File: src/rtl/amu_pkg.sv
package amu_pkg;

  typedef enum logic [3:0] {
    M_IMM   = 4'd0,
    M_REG   = 4'd1,
    M_ABS   = 4'd2,
    M_MIND  = 4'd3,
    M_RIND  = 4'd4,
    M_INDEX = 4'd5,
    M_BIDX  = 4'd6,
    M_BIDXO = 4'd7,
    M_REL   = 4'd8,
    M_AINC  = 4'd9,
    M_ADEC  = 4'd10
  } amode_e;

  typedef enum logic [2:0] {
    K_BAD = 3'd0,
    K_EA  = 3'd1,
    K_IMM = 3'd2,
    K_REG = 3'd3,
    K_IND = 3'd4
  } res_kind_e;

  function automatic logic mode_legal(input logic [3:0] m);
    return m <= M_ADEC;
  endfunction

  function automatic logic mode_updates(input logic [3:0] m);
    return (m == M_AINC) || (m == M_ADEC);
  endfunction

endpackage

File: src/rtl/amu_regfile.sv
module amu_regfile #(
  parameter int NREG = 8,
  parameter int DW   = 32,
  parameter int IW   = 3
) (
  input  logic          clk,
  input  logic          rst_n,
  input  logic [IW-1:0] rd_a_idx,
  input  logic [IW-1:0] rd_b_idx,
  output logic [DW-1:0] rd_a,
  output logic [DW-1:0] rd_b,
  input  logic          wb_en,
  input  logic [IW-1:0] wb_idx,
  input  logic [DW-1:0] wb_data,
  input  logic          ld_en,
  input  logic [IW-1:0] ld_idx,
  input  logic [DW-1:0] ld_data
);

  logic [NREG-1:0][DW-1:0] regs_q;
  logic [NREG-1:0][DW-1:0] regs_d;

  for (genvar g = 0; g < NREG; g++) begin : g_reg
    logic wb_hit;
    logic ld_hit;
    assign wb_hit = wb_en && (wb_idx == IW'(g));
    assign ld_hit = ld_en && (ld_idx == IW'(g));
    assign regs_d[g] = wb_hit ? wb_data :
                       ld_hit ? ld_data : regs_q[g];
  end

  always_ff @(posedge clk) begin
    if (!rst_n) regs_q <= '0;
    else        regs_q <= regs_d;
  end

  assign rd_a = regs_q[rd_a_idx];
  assign rd_b = regs_q[rd_b_idx];

endmodule

File: src/rtl/amu_calc.sv
module amu_calc
  import amu_pkg::*;
#(
  parameter int AW    = 32,
  parameter int OW    = 16,
  parameter int STEP  = 4
) (
  input  logic [3:0]    mode,
  input  logic [AW-1:0] ri_val,
  input  logic [AW-1:0] rj_val,
  input  logic [OW-1:0] ofs,
  input  logic [AW-1:0] abs_loc,
  input  logic [AW-1:0] pc,
  input  logic [AW-1:0] imm,
  output res_kind_e     kind,
  output logic [AW-1:0] value,
  output logic          wb_en,
  output logic [AW-1:0] wb_val
);

  localparam logic [AW-1:0] STEP_V = AW'(STEP);

  function automatic logic [AW-1:0] sx(input logic [OW-1:0] o);
    return {{(AW-OW){o[OW-1]}}, o};
  endfunction

  function automatic logic [AW-1:0] add3(input logic [AW-1:0] a,
                                         input logic [AW-1:0] b,
                                         input logic [AW-1:0] c);
    return a + b + c;
  endfunction

  logic [AW-1:0] disp;
  logic [AW-1:0] dec_val;
  logic [AW-1:0] inc_val;

  assign disp    = sx(ofs);
  assign dec_val = ri_val - STEP_V;
  assign inc_val = ri_val + STEP_V;

  always_comb begin
    kind   = K_BAD;
    value  = '0;
    wb_en  = 1'b0;
    wb_val = inc_val;
    case (mode)
      M_IMM:   begin kind = K_IMM; value = imm; end
      M_REG:   begin kind = K_REG; value = ri_val; end
      M_ABS:   begin kind = K_EA;  value = abs_loc; end
      M_MIND:  begin kind = K_IND; value = abs_loc; end
      M_RIND:  begin kind = K_EA;  value = ri_val; end
      M_INDEX: begin kind = K_EA;  value = add3(ri_val, disp, '0); end
      M_BIDX:  begin kind = K_EA;  value = add3(ri_val, rj_val, '0); end
      M_BIDXO: begin kind = K_EA;  value = add3(ri_val, rj_val, disp); end
      M_REL:   begin kind = K_EA;  value = add3(pc, disp, '0); end
      M_AINC:  begin
        kind   = K_EA;
        value  = ri_val;
        wb_en  = 1'b1;
        wb_val = inc_val;
      end
      M_ADEC:  begin
        kind   = K_EA;
        value  = dec_val;
        wb_en  = 1'b1;
        wb_val = dec_val;
      end
      default: begin kind = K_BAD; value = '0; end
    endcase
  end

endmodule

File: src/rtl/amu_ctrl.sv
module amu_ctrl
  import amu_pkg::*;
#(
  parameter int AW = 32
) (
  input  logic          clk,
  input  logic          rst_n,
  input  logic          req_valid,
  input  res_kind_e     kind,
  input  logic [AW-1:0] value,
  input  logic          ind_valid,
  input  logic [AW-1:0] ind_data,
  output logic          accept,
  output logic          busy,
  output logic          ea_valid,
  output logic          imm_valid,
  output logic          reg_valid,
  output logic          mem_ind_req,
  output logic          illegal_mode,
  output logic [AW-1:0] result
);

  typedef enum logic {S_IDLE = 1'b0, S_WAIT = 1'b1} st_e;
  st_e state_q;

  assign busy   = (state_q == S_WAIT);
  assign accept = req_valid && (state_q == S_IDLE);

  always_ff @(posedge clk) begin
    if (!rst_n) begin
      state_q      <= S_IDLE;
      ea_valid     <= 1'b0;
      imm_valid    <= 1'b0;
      reg_valid    <= 1'b0;
      mem_ind_req  <= 1'b0;
      illegal_mode <= 1'b0;
      result       <= '0;
    end else begin
      ea_valid     <= 1'b0;
      imm_valid    <= 1'b0;
      reg_valid    <= 1'b0;
      mem_ind_req  <= 1'b0;
      illegal_mode <= 1'b0;
      if (state_q == S_WAIT) begin
        if (ind_valid) begin
          ea_valid <= 1'b1;
          result   <= ind_data;
          state_q  <= S_IDLE;
        end
      end else if (accept) begin
        result <= value;
        case (kind)
          K_EA:    ea_valid  <= 1'b1;
          K_IMM:   imm_valid <= 1'b1;
          K_REG:   reg_valid <= 1'b1;
          K_IND:   begin
            mem_ind_req <= 1'b1;
            state_q     <= S_WAIT;
          end
          default: begin
            illegal_mode <= 1'b1;
            result       <= '0;
          end
        endcase
      end
    end
  end

endmodule

File: src/rtl/addr_mode_unit.sv
module addr_mode_unit
  import amu_pkg::*;
#(
  parameter int  AW     = 32,
  parameter int  NREG   = 8,
  parameter int  OFS_W  = 16,
  parameter int  STEP   = 4,
  localparam int RIDX_W = $clog2(NREG)
) (
  input  logic              clk,
  input  logic              rst_n,
  input  logic              req_valid,
  input  logic [3:0]        req_mode,
  input  logic [RIDX_W-1:0] req_ri,
  input  logic [RIDX_W-1:0] req_rj,
  input  logic [OFS_W-1:0]  req_ofs,
  input  logic [AW-1:0]     req_abs,
  input  logic [AW-1:0]     req_pc,
  input  logic [AW-1:0]     req_imm,
  input  logic              ind_valid,
  input  logic [AW-1:0]     ind_data,
  input  logic              ld_en,
  input  logic [RIDX_W-1:0] ld_idx,
  input  logic [AW-1:0]     ld_data,
  output logic              busy,
  output logic              ea_valid,
  output logic              imm_valid,
  output logic              reg_valid,
  output logic              mem_ind_req,
  output logic              illegal_mode,
  output logic [AW-1:0]     result
);

  logic [AW-1:0] rd_a;
  logic [AW-1:0] rd_b;
  res_kind_e     calc_kind;
  logic [AW-1:0] calc_value;
  logic          calc_wb_en;
  logic [AW-1:0] calc_wb_val;
  logic          accept;
  logic          wb_en;

  assign wb_en = accept && calc_wb_en;

  amu_regfile #(.NREG(NREG), .DW(AW), .IW(RIDX_W)) u_rf (
    .clk      (clk),
    .rst_n    (rst_n),
    .rd_a_idx (req_ri),
    .rd_b_idx (req_rj),
    .rd_a     (rd_a),
    .rd_b     (rd_b),
    .wb_en    (wb_en),
    .wb_idx   (req_ri),
    .wb_data  (calc_wb_val),
    .ld_en    (ld_en),
    .ld_idx   (ld_idx),
    .ld_data  (ld_data)
  );

  amu_calc #(.AW(AW), .OW(OFS_W), .STEP(STEP)) u_calc (
    .mode    (req_mode),
    .ri_val  (rd_a),
    .rj_val  (rd_b),
    .ofs     (req_ofs),
    .abs_loc (req_abs),
    .pc      (req_pc),
    .imm     (req_imm),
    .kind    (calc_kind),
    .value   (calc_value),
    .wb_en   (calc_wb_en),
    .wb_val  (calc_wb_val)
  );

  amu_ctrl #(.AW(AW)) u_ctrl (
    .clk          (clk),
    .rst_n        (rst_n),
    .req_valid    (req_valid),
    .kind         (calc_kind),
    .value        (calc_value),
    .ind_valid    (ind_valid),
    .ind_data     (ind_data),
    .accept       (accept),
    .busy         (busy),
    .ea_valid     (ea_valid),
    .imm_valid    (imm_valid),
    .reg_valid    (reg_valid),
    .mem_ind_req  (mem_ind_req),
    .illegal_mode (illegal_mode),
    .result       (result)
  );

endmodule

File: config.mk
export PLATFORM = sky130hd
export DESIGN_NAME = addr_mode_unit
export DESIGN_NICKNAME = d
export VERILOG_FILES = /design/src/rtl/amu_pkg.sv /design/src/rtl/amu_regfile.sv /design/src/rtl/amu_calc.sv /design/src/rtl/amu_ctrl.sv /design/src/rtl/addr_mode_unit.sv
export SDC_FILE = /design/constraint.sdc
export NUM_CORES = 1
export LEC_CHECK = 0
export BUFFER_PORTS_ARGS = -buffer_cell sky130_fd_sc_hd__buf_2
export CAP_MARGIN = 5
export CORE_ASPECT_RATIO = 0.9
export CORE_MARGIN = 2
export CORE_UTILIZATION = 60
export DETAILED_ROUTE_END_ITERATION = 12
export PLACE_DENSITY = 0.83
export SETUP_SLACK_MARGIN = 0.5
export SLEW_MARGIN = 10
export SYNTH_ARGS = -nofsm -noshare
export SYNTH_HDL_FRONTEND = slang
export SYNTH_SLANG_ARGS = --single-unit
File: constraint.sdc
create_clock -name clk -period 11.05 [get_ports clk]
set_input_delay 1.105 -clock clk [delete_from_list [all_inputs] [get_ports clk]]
set_output_delay 1.105 -clock clk [all_outputs]
set_load 0.01 [all_outputs]
==> metrics <==
via count roughly 24000; fin cells between 3000 and 4000; die extent in y 192 um; DR iter-0 viols 3498; final wirelength 85.0 mm; maximum number of pins on one net before global-route repair 112; # rows between 60 and 70; Mapped Nets 2887; Pwr Density between 100 and 150 nW/um^2; RR Startpoint u_rf.regs_q[64]; Psw between 0.9 and 1 mW; RSZ-0062 raised after global routing false; share of layout cells above drive strength 1 0.208; Synth area leaders dfxtp_1, mux2i_1, mux4_2; Reg clk slew, reported paths approximately 0.060 ns; min cycle time layout ~8.6 ns; Core Region 38500 um^2; Max Cap Viol 0; Die Area approximately 41000 um^2; share of the synthesized area in the top cell type 0.251; CP Data Arrival Time around 9.1 ns; Global Route Usage Sum 0.406; CTS hold repair buffers 0; first-pass GRT wire length about 130 mm; # H-tree levels 2; initial core utilization 0.610; cell area after synthesis around 23000 um^2; Slew HR 0.171; Leak between 10 and 15 nW; initial antenna violation count 6; fin area around 26000 um^2; # clock sinks 294; die width approximately 210 um; hold path start u_ctrl.result[3]; synth unique cells a little under 90; CTS-repair resized insts 0; drt pass-1 iters 6; post-synthesis register bit count approximately 290; worst-path fanout max 35; Final setup viols 0; setup tns final 0 ns; Post-Syn Instances about 2600; Worst Hold Path EP u_ctrl.result[3]; maximum clock frequency 116 MHz; R2R cell count 22; Setup Skew approximately 0.017 ns; status finished, final reports clean; Port Buffers 231; number of flops mapped to enable cells by yosys 0; final hold violations 0; CTS tree built; Layout area overhead 10.6%; WHS between 0.5 and 0.6 ns; drt drc 0; Reg2Reg Capture Point u_ctrl.result[28]; dpl ws around 2.3 ns; Sw Share 0.303; Crit. End Element flip-flop; Seq/Total Area, Yosys 0.251; Design Power slightly above 3 mW; CTS Buffer Depth 3; Post-Place Cell Area ~25000 um^2; internal power about 2.1 mW; combinational share of power 0.210; Root Buffer clkbuf_16; crit path launch req_ri[0]; GR Overflow Total 0; Hold/Removal Path Class flip-flop to flip-flop; Final nets slightly below 3000; Post-CTS Setup Bufs 0; sequential share of power 0.365; Final Wtd Congestion approximately 1.0; average size of a mapped cell 8.94 um^2; Critical Path RT roughly 11 ns; Final Cycle Share 0.780; Max VDD drop approximately 0.10 mV; vias per inst between 7 and 8; yosys warns 0; vias in the first global route 22700; Async SR Flop Fraction 0; Worst R2R Setup Slack ~3.7 ns; top-level port count between 200 and 250; CP Class primary input to flip-flop; DRT antenna net count 0; Final WS setup roughly 2.4 ns; Clock Power Share 0.425; final core utilization 0.675; post-synth top area cell dfxtp_1; Most used DFF post-synth dfxtp_1; Worst-Margin Slew between 1 and 1.5 ns; routed length per placed instance ~26 um; total CTS buffers 35; Worst-Skew Late Latency approximately 0.57 ns; worst hold path cell count 2; Slew Viols, Final 0; DP Cell Count approximately 3200; # fillers ~3000; Detail Placement HPWL between 50 and 60 mm; Worst setup SP type primary input
worst max-delay path, stage by stage:
cell and delay (ns):
buf_2 0.79, buf_4 0.39, or2_2 0.21, a211oi_1 0.07, a2111o_1 0.53, inv_2 0.17, ha_1 0.31, a2111oi_0 0.47
o21ai_0 0.33, a21oi_1 0.30, nor2b_1 0.08, o21a_1 0.17, o311ai_0 0.42, o221ai_1 0.23, ha_1 0.49, nand4_1 0.25
a2111oi_0 1.06, o21ai_0 0.44, a31oi_1 0.52, a21oi_1 0.13, a211oi_1 0.28, mux2i_1 0.20, o21ai_0 0.09
worst max-delay path by stage:
stage | endpoint | slack, ns | depth (start not counted)
2_1_floorplan | u_ctrl.result[31] | 2.78 | 29
6_report | u_ctrl.result[28] | 2.43 | 23
3_5_place_dp | u_ctrl.result[31] | 2.25 | 23
5_1_grt | u_ctrl.result[28] | 1.88 | 26
3_3_place_gp | u_ctrl.result[31] | 2.41 | 23
4_1_cts | u_ctrl.result[31] | 2.78 | 23
cells in the final DEF (no fill, tap or decap), types with 51 or more instances in the layout:
cell type / n
nand2_1: 366
mux4_2: 104
a21oi_1: 109
o21ai_0: 129
mux2i_1: 259
buf_2: 228
buf_4: 51
xnor2_1: 59
mux2_2: 80
dfxtp_1: 294
o211a_1: 221
nor2_1: 126
ha_1: 66
cell type report:
type                    count  area (um^2)  area share
repair buffers            280         1540      0.0591
clock buffers              48         1040      0.0399
flip-flops and latches    294         5890       0.227
diodes                      5         12.5    0.000482
well taps                 525          657      0.0253
inverters                  51          194     0.00747
multi-input cells        2039        16400       0.631
clock inverters            14          248     0.00954
power groups by stage:
stage / Combinational (mW) / Clock [mW] / Sequential, mW
2_1_floorplan: 0.439 / 0 / 1.14
3_3_place_gp: 0.608 / 0 / 1.14
3_5_place_dp: 0.620 / 0 / 1.14
4_1_cts: 0.626 / 1.31 / 1.12
5_1_grt: 0.688 / 1.35 / 1.13
6_report: 0.647 / 1.31 / 1.12
registers in the layout, indices dropped and copies added (netlist names):
| name | flops |
|---|---|
| u_rf.regs_q | 256 |
| u_ctrl.illegal_mode | 1 |
| u_ctrl.busy | 1 |
| u_ctrl.result | 32 |
| u_ctrl.mem_ind_req | 1 |
| u_ctrl.imm_valid | 1 |
| u_ctrl.reg_valid | 1 |
| u_ctrl.ea_valid | 1 |
routing by layer:
layer,track usage,share of wire,routed length (um)
met1,0.525,0.37,31800
met2,0.612,0.44,37600
met3,0.0947,0.12,10000
met4,0.260,0.066,5600
met5,0,0.00015,13
cell families (layout without fill, tap and decap cells):
logic type      Yosys count  count (layout)  synth area share
compound gates          745             745             0.244
xor+xnor                 83              83            0.0323
fa+ha+maj                68              68            0.0369
buf+inv                 292             393            0.0527
flops                   294             294             0.251
mux                     447             447             0.251
other cells               0               5                 0
simple gates            696             696             0.132
cells in the mapped netlist (59+ instances only):
cell type    n
o211a_1    221
mux4_2     104
dfxtp_1    294
clkbuf_1   173
nor2_1     126
o21ai_0    129
a21oi_1    109
mux2i_1    259
xnor2_1     59
mux2_2      80
nand2_1    366
ha_1        66
Power figures use the tool's default switching activity.
